===== config.mk =====
export PLATFORM = sky130hd
export DESIGN_NAME = fe_rx_decoder
export DESIGN_NICKNAME = d
export VERILOG_FILES = /design/src/rtl/fe_rx_pkg.sv /design/src/rtl/fe_rx_line.sv /design/src/rtl/fe_rx_descr.sv /design/src/rtl/fe_rx_align.sv /design/src/rtl/fe_rx_decoder.sv
export SDC_FILE = /design/constraint.sdc
export NUM_CORES = 1
export LEC_CHECK = 0
export ABC_AREA = 1
export BUFFER_PORTS_ARGS = -buffer_cell sky130_fd_sc_hd__buf_2
export CAP_MARGIN = 20
export CORE_MARGIN = 3
export CORE_UTILIZATION = 54
export CTS_CLUSTER_DIAMETER = 60
export DETAILED_ROUTE_END_ITERATION = 10
export HOLD_SLACK_MARGIN = 0.08
export PLACE_DENSITY_LB_ADDON = 0.15
export SYNTH_ARGS = -nofsm -noshare
export SYNTH_HDL_FRONTEND = slang
export SYNTH_SLANG_ARGS = --single-unit

===== constraint.sdc =====
create_clock -name clk -period 1.3 [get_ports clk]
set_input_delay 0.065 -clock clk [delete_from_list [all_inputs] [get_ports clk]]
set_output_delay 0.065 -clock clk [all_outputs]
set_load 0.02 [all_outputs]

===== src/rtl/fe_rx_pkg.sv =====
package fe_rx_pkg;

  localparam logic [9:0] CG_SSD  = 10'b1100010001;
  localparam logic [4:0] CG_END  = 5'b01101;
  localparam logic [4:0] CG_IDLE = 5'b11111;

  typedef struct packed {
    logic       ok;
    logic [3:0] nib;
  } grp_dec_t;

  // fold the alternate zero code onto the plain zero level
  function automatic logic [1:0] lvl_norm(input logic [1:0] s);
    return (s == 2'b10) ? 2'b00 : s;
  endfunction

  // next key bit from the 11-bit history, newest bit in [0]
  function automatic logic scr_key(input logic [10:0] st);
    return st[10] ^ st[8];
  endfunction

  function automatic grp_dec_t dec_4b5b(input logic [4:0] g);
    grp_dec_t r;
    r.ok = 1'b1;
    case (g)
      5'b11110: r.nib = 4'h0;
      5'b01001: r.nib = 4'h1;
      5'b10100: r.nib = 4'h2;
      5'b10101: r.nib = 4'h3;
      5'b01010: r.nib = 4'h4;
      5'b01011: r.nib = 4'h5;
      5'b01110: r.nib = 4'h6;
      5'b01111: r.nib = 4'h7;
      5'b10010: r.nib = 4'h8;
      5'b10011: r.nib = 4'h9;
      5'b10110: r.nib = 4'hA;
      5'b10111: r.nib = 4'hB;
      5'b11010: r.nib = 4'hC;
      5'b11011: r.nib = 4'hD;
      5'b11100: r.nib = 4'hE;
      5'b11101: r.nib = 4'hF;
      default: begin
        r.ok  = 1'b0;
        r.nib = 4'h0;
      end
    endcase
    return r;
  endfunction

endpackage


===== src/rtl/fe_rx_line.sv =====
module fe_rx_line
  import fe_rx_pkg::*;
(
  input  logic       clk,
  input  logic       rst_n,
  input  logic [1:0] sym_i,
  output logic       nrz_o
);

  logic [1:0] lvl_prev;
  logic       nrzi_q;
  logic       nrzi_d;
  logic [1:0] lvl_now;

  assign lvl_now = lvl_norm(sym_i);

  always_ff @(posedge clk or negedge rst_n) begin
    if (!rst_n) begin
      lvl_prev <= 2'b00;
      nrzi_q   <= 1'b0;
      nrzi_d   <= 1'b0;
      nrz_o    <= 1'b0;
    end else begin
      lvl_prev <= lvl_now;
      nrzi_q   <= (lvl_now != lvl_prev);
      nrzi_d   <= nrzi_q;
      nrz_o    <= nrzi_q ^ nrzi_d;
    end
  end

endmodule


===== src/rtl/fe_rx_descr.sv =====
module fe_rx_descr
  import fe_rx_pkg::*;
#(
  parameter int LOCK_RUN = 30,
  parameter int IDLE_RUN = 12,
  parameter int LOCK_TMO = 2000
) (
  input  logic clk,
  input  logic rst_n,
  input  logic bit_i,
  output logic plain_o,
  output logic plain_vld_o,
  output logic locked_o,
  output logic lock_evt_o,
  output logic tmo_evt_o
);

  localparam int RW = $clog2(LOCK_RUN + 1);
  localparam int OW = $clog2(IDLE_RUN + 1);
  localparam int TW = $clog2(LOCK_TMO + 1);

  logic [10:0]   lfsr;
  logic [RW-1:0] run_cnt;
  logic [OW-1:0] ones_cnt;
  logic [TW-1:0] tmo_cnt;
  logic          key;
  logic          hunt_match;
  logic          plain;
  logic          idle_seen;

  assign key        = scr_key(lfsr);
  assign hunt_match = (~bit_i) == key;
  assign plain      = bit_i ^ key;
  assign idle_seen  = plain && (ones_cnt == OW'(IDLE_RUN - 1));
  assign lock_evt_o = !locked_o && hunt_match && (run_cnt == RW'(LOCK_RUN - 1));
  assign tmo_evt_o  = locked_o && !idle_seen && (tmo_cnt == TW'(LOCK_TMO - 1));

  always_ff @(posedge clk or negedge rst_n) begin
    if (!rst_n) begin
      lfsr        <= '0;
      run_cnt     <= '0;
      ones_cnt    <= '0;
      tmo_cnt     <= '0;
      locked_o    <= 1'b0;
      plain_o     <= 1'b0;
      plain_vld_o <= 1'b0;
    end else begin
      plain_o     <= plain;
      plain_vld_o <= locked_o;
      if (!locked_o) begin
        lfsr     <= {lfsr[9:0], ~bit_i};
        ones_cnt <= '0;
        tmo_cnt  <= '0;
        if (lock_evt_o) begin
          locked_o <= 1'b1;
          run_cnt  <= '0;
        end else if (hunt_match) begin
          run_cnt <= run_cnt + 1'b1;
        end else begin
          run_cnt <= '0;
        end
      end else begin
        lfsr <= {lfsr[9:0], key};
        if (!plain) ones_cnt <= '0;
        else if (!idle_seen) ones_cnt <= ones_cnt + 1'b1;
        if (tmo_evt_o) begin
          locked_o <= 1'b0;
          tmo_cnt  <= '0;
        end else if (idle_seen) begin
          tmo_cnt <= '0;
        end else begin
          tmo_cnt <= tmo_cnt + 1'b1;
        end
      end
    end
  end

endmodule


===== src/rtl/fe_rx_align.sv =====
module fe_rx_align
  import fe_rx_pkg::*;
(
  input  logic       clk,
  input  logic       rst_n,
  input  logic       bit_i,
  input  logic       vld_i,
  output logic [3:0] rxd_o,
  output logic       dv_o,
  output logic       er_o,
  output logic       stb_o,
  output logic       jk_hit_o
);

  logic [9:0] sr;
  logic [9:0] sr_n;
  logic [4:0] grp;
  logic [4:0] grp_n;
  logic [2:0] cnt;
  logic       in_frame;
  logic       grp_end;
  grp_dec_t   dec;

  assign sr_n     = {sr[8:0], bit_i};
  assign grp_n    = {grp[3:0], bit_i};
  assign dec      = dec_4b5b(grp_n);
  assign grp_end  = (grp_n == CG_END) || (grp_n == CG_IDLE);
  assign jk_hit_o = vld_i && !in_frame && (sr_n == CG_SSD);

  always_ff @(posedge clk or negedge rst_n) begin
    if (!rst_n) begin
      sr       <= '1;
      grp      <= '0;
      cnt      <= '0;
      in_frame <= 1'b0;
      rxd_o    <= '0;
      dv_o     <= 1'b0;
      er_o     <= 1'b0;
      stb_o    <= 1'b0;
    end else begin
      stb_o <= 1'b0;
      if (!vld_i) begin
        sr  <= '1;
        cnt <= '0;
        if (in_frame) begin
          in_frame <= 1'b0;
          stb_o    <= 1'b1;
          dv_o     <= 1'b0;
          er_o     <= 1'b0;
          rxd_o    <= '0;
        end
      end else if (!in_frame) begin
        sr <= sr_n;
        if (jk_hit_o) begin
          in_frame <= 1'b1;
          cnt      <= '0;
        end
      end else begin
        grp <= grp_n;
        if (cnt == 3'd4) begin
          cnt   <= '0;
          stb_o <= 1'b1;
          if (grp_end) begin
            in_frame <= 1'b0;
            sr       <= '1;
            dv_o     <= 1'b0;
            er_o     <= 1'b0;
            rxd_o    <= '0;
          end else begin
            dv_o  <= 1'b1;
            er_o  <= !dec.ok;
            rxd_o <= dec.nib;
          end
        end else begin
          cnt <= cnt + 3'd1;
        end
      end
    end
  end

endmodule


===== src/rtl/fe_rx_decoder.sv =====
module fe_rx_decoder #(
  parameter int LOCK_RUN = 30,
  parameter int IDLE_RUN = 12,
  parameter int LOCK_TMO = 2000
) (
  input  logic       clk,
  input  logic       rst_n,
  input  logic [1:0] rx_sym,
  output logic [3:0] rxd,
  output logic       rx_dv,
  output logic       rx_er,
  output logic       rx_nib_stb,
  output logic       rx_locked
);

  logic nrz_bit;
  logic plain_bit;
  logic plain_vld;
  logic lock_evt;
  logic tmo_evt;
  logic jk_hit;

  fe_rx_line u_line (
    .clk   (clk),
    .rst_n (rst_n),
    .sym_i (rx_sym),
    .nrz_o (nrz_bit)
  );

  fe_rx_descr #(
    .LOCK_RUN (LOCK_RUN),
    .IDLE_RUN (IDLE_RUN),
    .LOCK_TMO (LOCK_TMO)
  ) u_descr (
    .clk         (clk),
    .rst_n       (rst_n),
    .bit_i       (nrz_bit),
    .plain_o     (plain_bit),
    .plain_vld_o (plain_vld),
    .locked_o    (rx_locked),
    .lock_evt_o  (lock_evt),
    .tmo_evt_o   (tmo_evt)
  );

  fe_rx_align u_align (
    .clk      (clk),
    .rst_n    (rst_n),
    .bit_i    (plain_bit),
    .vld_i    (plain_vld),
    .rxd_o    (rxd),
    .dv_o     (rx_dv),
    .er_o     (rx_er),
    .stb_o    (rx_nib_stb),
    .jk_hit_o (jk_hit)
  );

endmodule


# Word level (Yosys, flattened, before mapping)
# Index checks and enable logic that the tools add are counted.
[totals] reg_bits=63 in_bits=4
[op_classes] addsub=4 eq_ne=31 n_mux=45 bitwise=4 n_reduce_logical=16
[op_table] cell="$eq A5 B5 Y1 const B" count=13
[op_table] cell="$pmux W4 S15" count=1
[op_table] cell="$mux W9" count=4
[op_table] cell="$mux W11" count=3
[op_table] cell="$mux W4" count=8
[op_table] cell="$eq A5 B4 Y1 const B" count=6
[op_table] cell="$mux W1" count=22
[op_table] cell="$reduce_or A16 Y1" count=1
[op_table] cell="$mux W3" count=4
[op_table] cell="$add A11 B1 Y11 const B" count=1
[op_table] cell="$eq A11 B11 Y1 const B" count=1
[op_table] cell="$eq A10 B10 Y1 const B" count=1
[op_table] cell="$mux W5" count=2
[op_table] cell="$ne A3 B3 Y1 const B" count=3
[op_table] cell="$logic_and A1 B1 Y1" count=7
[op_table] cell="$reduce_and A2 Y1" count=3
[op_table] cell="$add A5 B1 Y5 const B" count=1
[op_table] cell="$add A4 B1 Y4 const B" count=1
[op_table] cell="$eq A4 B4 Y1 const B" count=1
[op_table] cell="$logic_not A1 Y1" count=4
[op_table] cell="$add A3 B1 Y3 const B" count=1
[op_table] cell="$eq A3 B3 Y1 const B" count=1
[op_table] cell="$ne A3 B2 Y1 const B" count=1
[op_table] cell="$xor A1 B1 Y1" count=3
[op_table] cell="other kinds (7)" count=7

# Longest topological paths before layout
# Gate-level depths: netlist (run 1).
[logic_depth] ltp_word=8 ltp_mapped=9

# Hierarchy
# From an unflattened synthesis (run 1), not the netlist that was laid out.
[unflattened] cells_unflattened=326 hier_area_um2=2896.5
[modules_own_cells] module="fe_rx_descr" instances=1 cells_each=157 area_each_um2=1508.9 seq_area_each_um2=850.8
[modules_own_cells] module="fe_rx_align" instances=1 cells_each=154 area_each_um2=1213.7 seq_area_each_um2=611.8
[modules_own_cells] module="fe_rx_line" instances=1 cells_each=15 area_each_um2=173.9 seq_area_each_um2=125.1

# Least setup slack after synthesis (run 1)
# No wires, ideal clock.
[synth_timing] path_type="register to register" startpoint="register u_descr.tmo_cnt[0]" endpoint="register u_descr.tmo_cnt[0]" setup_time_ns=0.122 arrival_time_ns=1.134 setup_slack_ns=0.043 stages_incl_launch_ff=7 path_buffers=1 path_cell_list="dfrtp_1 > ha_1 > nand3_2 > nand3b_1 > nand3_2 > buf_6 > nor2_1"
[synth_between] elab_chain_cells=4 word_cells_on_any_way=6 classes_between="add/sub: 1; eq/ne: 1; mux: 3; reduce/logical: 1"
[synth_rtl] element="start: declaration" line="fe_rx_descr.sv:25" text="logic [TW-1:0] tmo_cnt;"
[synth_rtl] element="start signal: assignment" line="fe_rx_descr.sv:72" text="tmo_cnt <= tmo_cnt + 1'b1;"
[synth_rtl] element="$add A11 B1 Y11 or $eq A11 B11 Y1 (tied branches)" line="fe_rx_descr.sv:72, fe_rx_descr.sv:36"
[synth_rtl] element="$mux W11 or $logic_and A1 B1 Y1 (tied branches)" line="fe_rx_descr.sv:69, fe_rx_descr.sv:36"
[synth_rtl] element="$mux W11 (*)" line="fe_rx_descr.sv:66" text="if (tmo_evt_o) begin"
[synth_rtl] element="$mux W11 (*)" line="fe_rx_descr.sv:50" text="if (!locked_o) begin"
# Mark *: on every way between the ends. The rest lies on a longest branch, timed or not.
# A chain may end at the register's enable or synchronous reset.

# Worst setup path after layout (run 1)
[layout_timing] startpoint="register u_descr.tmo_cnt[1]" endpoint="register u_descr.tmo_cnt[7]"
# The elaborated chain is that of the path after synthesis.

==> results.ini, run 1 <==
[run_status]
status=complete, but fails checks
violations=negative setup slack

[clock_network]
clock-sinks=63
path_clk_slew_ps=70
root_buffer=clkbuf_8
cts.htree.levels=3
clockBufferDepth=2
clk-insertion-delay-late_ps=340
numCtsBuffers=9
cts_tree=yes

[setup_path]
worstPathArrival_ps=1550
worst-path-max-fanout=6
worst_setup_path_end_kind=register
cp.required_ps=1530
worstSetupPathType=register to register
start_kind=register

[detailed_routing]
drt_iter0_drc=87
ant_nets=0
vias_per_cell=5.080
wl_per_cell_um=12.14
drcViolationCount=0
vias=2154
finalWirelength_mm=5.148
drt_first_pass_iters=4

[timing]
hold_violations=0
relSlewSlack=0.7873
slew_viol_final=0
rsz0062_at_grt=yes
setup_violations=10
fin_crit_sh=1.014
fin_skew_ps=5.406
tightest_slew_ps=319.0
min_period_ps=1318
fmax_mhz=758.6
holdWs_ps=276.1
fin_ws_ps=-18.28

[pwr]
power_switching_uw=1106
power_density_nw_per_um2=1240
p_leak_uw=0.001657
pwr-share-seq=0.514
p_int_uw=3213
sw_frac_of_total=0.2562
peakVddDrop_v=0.0009374
clkPwrFrac=0.371
comb_power_share=0.115

[cells_and_area]
diodes=0
final_cells=424
fillers=402
final_core_util=0.7138
drive_above_1_share=0.2997
nets=363
area_delta_synth_final_pct=23.62
final_common_cell=nand2_1
mostFrequentLayoutCells=nand2_1, dfrtp_1, inv_1

[global_route]
grt_usage=0.1894
grt.overflow.total=0
grt_max_degree=64
grt_pass1_vias=2156
grt_pass1_wl_mm=9.004
antenna_found_initial=0

[flow_run]
cap_viol_max_count=0

[synthesis]
avgSynthCellArea_um2=9.119
synth_edf_count=0
async_flop_share=1.000
ys_ff_latch=63
yosys-top-cells-area=dfrtp_1, nand2_1, dfstp_2
netlist_instances=309
yosysWarnings=0
yosysTopAreaCell=dfrtp_1
synthFlopType=dfrtp_1
yosysTopAreaCellShare=0.4796
syn-num-nets=319
ys_types=27
yosysSeqAreaShare=0.5635
netlist_area_um2=2818

[floorplanning]
core-area_um2=4880
die_y_um=78.24
std_cell_rows=25
start_util=0.5774
io-pin-count=12
die_area_um2=6121
die_x_um=78.24

[hold_path]
hold_path.class=primary input to async pin

[placement]
portBuffers=11
gp_congestion=0.8193
place_ws_ps=-15.61
dpl.hpwl_mm=3.126
placed_cells=398

logic make-up after synthesis:
| logic type | share of synthesized area |
|---|---|
| xor+xnor | 0.04663 |
| buf+inv | 0.06661 |
| fa+ha+maj | 0.02664 |
| flops | 0.5635 |
| simple gates | 0.2465 |
| compound gates | 0.05018 |
path summary, 6_finish.rpt:
| kind | depth (start not counted) | slack, ps | from | end |
|---|---|---|---|---|
| max reg2reg | 5 | -20 | u_descr.tmo_cnt[1] | u_descr.tmo_cnt[7] |
| min in group clk | 0 | 350 | u_descr.lfsr[3] | u_descr.lfsr[4] |
| min reg2reg | 0 | 350 | u_descr.lfsr[3] | u_descr.lfsr[4] |
| max | 5 | -20 | u_descr.tmo_cnt[1] | u_descr.tmo_cnt[7] |
| min | 3 | 280 | rst_n | u_align.rxd_o[0] |
| max in group asynchronous | 3 | 720 | rst_n | u_align.sr[0] |
critical path, cell delays in order, from the launching register on:
cell and delay (ps):
dfrtp_1 420, ha_4 170, nand3_4 90, nand3b_1 280
nand3_4 180, nor2_1 60
routing by layer:
| layer | global-route usage | routed length (µm) | part of all wire | vias up |
|---|---|---|---|---|
| met4 | 0.09441 | 111 | 0.022 | 0 |
| met2 | 0.3228 | 2621 | 0.51 | 36 |
| met1 | 0.2220 | 2226 | 0.43 | 1034 |
| met5 | 0 | 0 | 0 | - |
| met3 | 0.04817 | 188 | 0.037 | 11 |
| li1 | - | - | - | 1073 |
cell usage after synthesis, types with 5 or more instances:
| cell | number |
|---|---|
| nor2_1 | 33 |
| nor3_1 | 6 |
| ha_1 | 6 |
| nand2_1 | 66 |
| nand4_1 | 6 |
| xor2_1 | 12 |
| a21oi_1 | 10 |
| nand3_1 | 27 |
| inv_1 | 38 |
| nand3_2 | 5 |
| dfrtp_1 | 54 |
| o21ai_0 | 12 |
| dfstp_2 | 9 |
flip-flops by register name, indices dropped and copies added, names as in the netlist, 3 cells and up:
name	cells
u_align.cnt	3
u_descr.lfsr	11
u_descr.ones_cnt	4
u_align.sr	9
u_descr.run_cnt	5
u_align.rxd_o	4
u_align.grp	4
u_descr.tmo_cnt	11
power by group through the flow:
stage               clock network (µW)  registers, µW  logic (µW)
finish                            1600           2220         499
global route                      1730           2240         571
CTS                               1650           2210         405
detailed placement                   0           2240         393
global placement                     0           2240         390
floorplan                            0           2230         224
layout make-up:
cell class / count / area [µm²] / area share
clock buffer: 9 / 123.9 / 0.03556
clock inverter: 6 / 62.56 / 0.01796
inverter: 41 / 156.4 / 0.04490
multi-input combinational: 201 / 1185 / 0.3402
sequential: 63 / 1592 / 0.4569
tap: 67 / 83.83 / 0.02407
timing repair buffer: 37 / 280.3 / 0.08046
stage by stage:
stage          setup TNS (ps)  total power, µW  cell area, µm²
6_report               -113.9             4319            3483
5_1_grt                 -1160             4544            3483
4_1_cts                     0             4266            3298
3_5_place_dp           -46.48             2635            3055
3_3_place_gp                0             2626            3055
2_1_floorplan               0             2453            2818
repair_timing:
| item | 4_1_cts | 5_1_grt |
|---|---|---|
| gates resized for setup | 3 | 45 |
| pin swaps | 4 | 13 |
| cloned | 0 | 1 |
| hold endpoints to repair | 66 | 0 |
| hold buffers | 3 | 0 |
| buffers inserted | 2 | 5 |
| setup endpoints to repair | 16 | 31 |
(Power assumes the default switching activity.)
==> inputs of run 2 (changes only) <==
- clock period: 1.3 -> 1.2 ns (I/O delays scaled with it)
==> run 2 against run 1 <==
Compared with the run above: the flow still finishes with violations (negative setup slack); via count rose by 3.5%; global-route usage grew 1.4 points; combinational power is 47% higher; non-clock buffer count is 14 higher; sequential power is 9% higher; routed wire length grew 8.9%; flip-flop and latch count did not move; power up 10%; critical path type unchanged; largest cell class unchanged; largest power group unchanged.
==> results.ini, run 2 (synthesized netlist as in run 1, its figures left out) <==
[global_route]
grt_pass1_vias=2211  ; +2.6%
grt_max_degree=64  ; unchanged
grt_usage=0.2034  ; +0.01394
antenna_found_initial=0  ; unchanged
grt_pass1_wl_mm=9.591  ; +6.5%
grt.overflow.total=0  ; unchanged

[placement]
dpl.hpwl_mm=3.446  ; +10%
gp_congestion=0.8165  ; -0.34%
placed_cells=413  ; +3.8%
portBuffers=11  ; unchanged

[timing]
relSlewSlack=0.7837  ; -0.003620
holdWs_ps=258.9  ; -17.19 ps
slew_viol_final=0  ; unchanged
fmax_mhz=792.3  ; +4.4%
fin_ws_ps=-62.15  ; -43.86 ps
fin_crit_sh=1.052  ; +0.03773
setup_tns_ps=-470.9  ; -357.0 ps
rsz0062_at_grt=yes
tightest_slew_ps=324.5  ; +5.430 ps
hold_violations=0  ; unchanged
min_period_ps=1262  ; -56.14 ps
setup_violations=19  ; +9
fin_skew_ps=7.380  ; +1.973 ps

[floorplanning]
die_y_um=78.24  ; unchanged
core-area_um2=4880  ; unchanged
start_util=0.5774  ; unchanged
io-pin-count=12  ; unchanged
die_x_um=78.24  ; unchanged
std_cell_rows=25  ; unchanged
die_area_um2=6121  ; unchanged

[setup_path]
cp_num_cells=8  ; +3
cp-startpoint=u_align.cnt[0]
cp.required_ps=1480  ; -50 ps
worstSetupPathType=register to register
crit_path_max_incr_delay_ps=380  ; -40 ps
start_kind=register
r2r_cells=8  ; +3
cp_top_family=simple AND/OR/NAND/NOR gates
worstPathArrival_ps=1540  ; about the same
worst-path-max-fanout=5  ; -1
crit_slowest_cell=dfrtp_1
r2r_start=u_align.cnt[0]
worst_setup_path_end_kind=register
crit_buf_inv=1  ; +1
worstPathCellList=inv_1 > ha_2 > nand2_4 > a21boi_4 > nand3_4 > nor2_2 > nand2_1 > nand2_1
crit_top_cell=nand2_1

[cells_and_area]
diodes=0  ; unchanged
final_common_cell=nand2_1
largestRegisters=u_descr.lfsr (11), u_descr.tmo_cnt (11), u_align.sr (9)
drive_above_1_share=0.3629  ; +0.06318
fillers=341  ; -15%
final_cells=439  ; +3.5%
area_delta_synth_final_pct=29.93
mostFrequentLayoutCells=nand2_1, dfrtp_1, buf_4
multi_input_area_um2=1280  ; +8.0%
final_core_util=0.7503  ; +0.03641
register_area_um2=1590  ; about the same
nets=377  ; +3.9%

[clock_network]
cts.htree.levels=3  ; unchanged
numCtsBuffers=9  ; unchanged
path_clk_slew_ps=70  ; about the same
clk-insertion-delay-late_ps=340  ; about the same
clockBufferDepth=2  ; unchanged
root_buffer=clkbuf_8
cts_tree=yes
clock-sinks=63  ; unchanged

[detailed_routing]
ant_nets=0  ; unchanged
finalWirelength_mm=5.606  ; +8.9%
wl_per_cell_um=12.77  ; +5.2%
drt_iter0_drc=137  ; +57%
vias=2229  ; +3.5%
drt_first_pass_iters=4  ; unchanged
vias_per_cell=5.077  ; about the same
drcViolationCount=0  ; unchanged

[run_status]
violations=negative setup slack
status=complete, but fails checks

[pwr]
p_leak_uw=0.001754  ; +5.8%
peakVddDrop_v=0.001125  ; +20%
power_density_nw_per_um2=1302  ; +5.0%

[hold_path]
hold_path.class=primary input to async pin

[flow_run]
cap_viol_max_count=0  ; unchanged

-- run 2: cell type report --
type | count | area share
tap | 67 | 0.02290
clock inverter | 1 | 0.001367
clock buffer | 15 | 0.04545
timing repair buffer | 51 | 0.1036
sequential | 63 | 0.4344
multi-input combinational | 201 | 0.3496
inverter | 41 | 0.04272
-- run 2: through the flow --
| step | power, µW | worst slack [ps] | instance area, µm² |
|---|---|---|---|
| finish | 4765 | -62.15 | 3661 |
| global route | 5033 | -171.2 | 3661 |
| CTS | 4617 | -91.44 | 3482 |
| detailed placement | 2873 | -95.48 | 3176 |
| global placement | 2847 | -53.64 | 3176 |
| floorplan | 2667 | -54.16 | 2825 |
-- run 2: report_power, final --
part | internal (µW) | switching [µW] | leakage [µW]
Clock | 863 | 752 | 0.0000877
Combinational | 360 | 376 | 0.000867
Sequential | 2290 | 120 | 0.000799
-- run 2: repair_timing --
item | CTS | global route
hold buffers | 3 | 0
pin swaps | 10 | 22
setup endpoints to repair | 34 | 40
cloned | 0 | 1
setup buffers | 7 | 2
gates resized for setup | 19 | 47
endpoints found under the hold margin | 66 | 0
-- run 2: final timing paths --
check,endpoint,slack (ps)
setup / recovery,u_align.er_o,-60
hold / removal,u_align.rxd_o[0],260
setup reg to reg,u_align.er_o,-60
hold reg to reg,u_descr.lfsr[3],360
max in group asynchronous,u_align.sr[3],630
min in group clk,u_descr.lfsr[3],360
-- run 2: worst register-to-register path, delay by kind of cell, from the launching register on --
kind	cells	cell delay, ps
AO/OA/AOI/OAI	1	190
adder cells (fa/ha/maj)	1	190
buffers and inverters	1	60
flip-flops	1	380
AND/OR/NAND/NOR	5	390
-- run 2: metal layers --
| layer | global-route usage | part of all wire | vias to the layer above |
|---|---|---|---|
| met4 | 0.08392 | 0.019 | 0 |
| met1 | 0.2473 | 0.44 | 1084 |
| li1 | - | - | 1107 |
| met2 | 0.3296 | 0.52 | 28 |
| met5 | 0 | 0 | - |
| met3 | 0.07225 | 0.027 | 10 |
==> inputs of run 3 (changes only) <==
- clock period: 1.2 -> 1 ns (I/O delays scaled with it)
==> run 3 against run 2 <==
Compared with the run above: the run still ends with negative setup slack left; register-to-register slack got worse by 230 ps; worst hold slack got worse by 13 ps; fmax fell by 2.0%; sequential share of layout area fell by 4.0 points; critical path type unchanged; largest power group unchanged.
==> results.ini, run 3 (synthesized netlist as in run 1, its figures left out) <==
[setup_path]
worstPathArrival_ps=1560  ; +20 ps
start_kind=register
cp.required_ps=1270  ; -210 ps
worst-path-max-fanout=5  ; unchanged
crit_buf_inv=1  ; unchanged
crit_path_max_incr_delay_ps=400  ; +20 ps
worstSetupPathType=register to register
cp_top_family=simple AND/OR/NAND/NOR gates
worst_setup_path_end_kind=register
crit_top_cell=nand2_1
worstPathCellList=inv_2 > ha_4 > nand2_4 > a21boi_2 > nand3_2 > nor2_1 > nand2_1 > nand2_1
crit_slowest_cell=dfrtp_1

[cells_and_area]
nets=403  ; +6.9%
final_common_cell=buf_4
drive_above_1_share=0.4749  ; +0.1120
largestRegisters=u_descr.lfsr (11), u_descr.tmo_cnt (11), u_align.sr (9)
mostFrequentLayoutCells=buf_4, nand2_1, dfrtp_1
area_delta_synth_final_pct=43.47
diodes=0  ; unchanged

[global_route]
grt.overflow.total=0  ; unchanged
grt_use_met1=0.2451  ; -0.002275
grt_usage=0.2064  ; +0.003019
grt_pass1_vias=2264  ; +2.4%
grt_pass1_wl_mm=9.811  ; +2.3%
grt_max_degree=64  ; unchanged
met3_usage=0.05161  ; -0.02064
antenna_found_initial=0  ; unchanged
busiest_layer=met2
grt_use_met2=0.3604  ; +0.03082

[floorplanning]
die_x_um=78.24  ; unchanged
io-pin-count=12  ; unchanged
die_y_um=78.24  ; unchanged
core-area_um2=4880  ; unchanged
die_area_um2=6121  ; unchanged
start_util=0.5774  ; unchanged
std_cell_rows=25  ; unchanged

[placement]
portBuffers=11  ; unchanged
gp_congestion=0.7769  ; -4.8%
dpl.hpwl_mm=3.565  ; +3.4%

[pwr]
p_leak_uw=0.001911  ; +9.0%
power_density_nw_per_um2=1473  ; +13%
totalPowerFinal_uw=5957  ; +25%
peakVddDrop_v=0.001375  ; +22%

[detailed_routing]
drt_first_pass_iters=4  ; unchanged
vias_per_cell=4.998  ; -1.6%
drcViolationCount=0  ; unchanged
ant_nets=0  ; unchanged
finalWirelength_mm=6.152  ; +9.7%
drt_iter0_drc=96  ; -30%
wl_per_cell_um=13.23  ; +3.6%
vias=2324  ; +4.3%

[timing]
slew_viol_final=0  ; unchanged
fin_ws_ps=-288.5  ; -226.3 ps
fin_skew_ps=10.79  ; +3.413 ps
setup_violations=43  ; +24
hold_violations=0  ; unchanged
fin_crit_sh=1.288  ; +0.2367
setup_tns_ps=-7866  ; -7395 ps
fmax_mhz=776.1  ; -2.0%
tightest_slew_ps=324.0  ; -0.4597 ps
holdWs_ps=246.4  ; -12.55 ps
relSlewSlack=0.7840  ; about the same
min_period_ps=1288  ; +26.33 ps
rsz0062_at_grt=yes

[clock_network]
path_clk_slew_ps=70  ; about the same
cts.htree.levels=3  ; unchanged
root_buffer=clkbuf_8
numCtsBuffers=9  ; unchanged
cts_tree=yes
clock-sinks=63  ; unchanged
clockBufferDepth=2  ; unchanged
clk-insertion-delay-late_ps=340  ; about the same

[run_status]
status=complete, but fails checks
violations=negative setup slack

[flow_run]
cap_viol_max_count=0  ; unchanged

[hold_path]
hold_path.class=primary input to async pin

run 3: changes by cell type in the layout (fill, tap and decap cells not counted), sizes merged:
cell	previous run	this run
buf	48	73
clkbuf	15	13
clkinv	1	3
nand3	32	33
run 3: repair_timing:
action | 4_1_cts | 5_1_grt
cloned | 1 | 1
hold buffers | 3 | 0
buffers inserted | 8 | 5
hold endpoints to repair | 66 | 0
resized for setup | 40 | 47
endpoints found under the setup margin | 43 | 47
pin swaps | 19 | 29
run 3: worst min-delay path: stages:
cell,delay [ps]
dlygate4sd3_1,510
buf_2,120
buf_12,290
run 3: area by class of cell:
| class | count | area (µm²) |
|---|---|---|
| clock buffers | 13 | 178.9 |
| clock inverters | 3 | 15.01 |
| fillers | 273 | 837.1 |
| inverters | 41 | 163.9 |
| multi-input cells | 202 | 1408 |
| flip-flops and latches | 63 | 1594 |
| well taps | 67 | 83.83 |
| repair buffers | 76 | 599.3 |
run 3: final timing paths:
| path | from | end | slack, ps | depth (start not counted) |
|---|---|---|---|---|
| worst max-delay path | u_align.cnt[1] | u_align.er_o | -290 | 8 |
| max in group asynchronous | rst_n | u_align.sr[8] | 440 | 3 |
| min in group clk | u_descr.lfsr[3] | u_descr.lfsr[4] | 350 | 0 |
| worst min register to register | u_descr.lfsr[3] | u_descr.lfsr[4] | 350 | 0 |
| worst min-delay path | rst_n | u_align.rxd_o[0] | 250 | 3 |
| worst max register to register | u_align.cnt[1] | u_align.er_o | -290 | 8 |
run 3: through the flow:
step	utilization	cells	cell area, µm²	worst slack (ps)
after floorplan	-	309	2899	-250.9
after global placement	0.6964	433	3398	-260.0
after detailed placement	0.6964	433	3398	-297.1
after CTS	0.7867	461	3839	-265.0
after global routing	0.8285	465	4043	-367.3
final	0.8285	465	4043	-288.5
run 3: power breakdown:
part / leakage, µW / switching [µW] / internal, µW
registers: 0.000794 / 140 / 2760
logic: 0.00101 / 495 / 456
clock network: 0.000105 / 952 / 1160
run 3: layer usage:
layer  wire length (µm)  up-vias
met3                169       10
li1                   -     1149
met2               3171       37
met4                102        0
met1               2708     1128
met5                  0        -
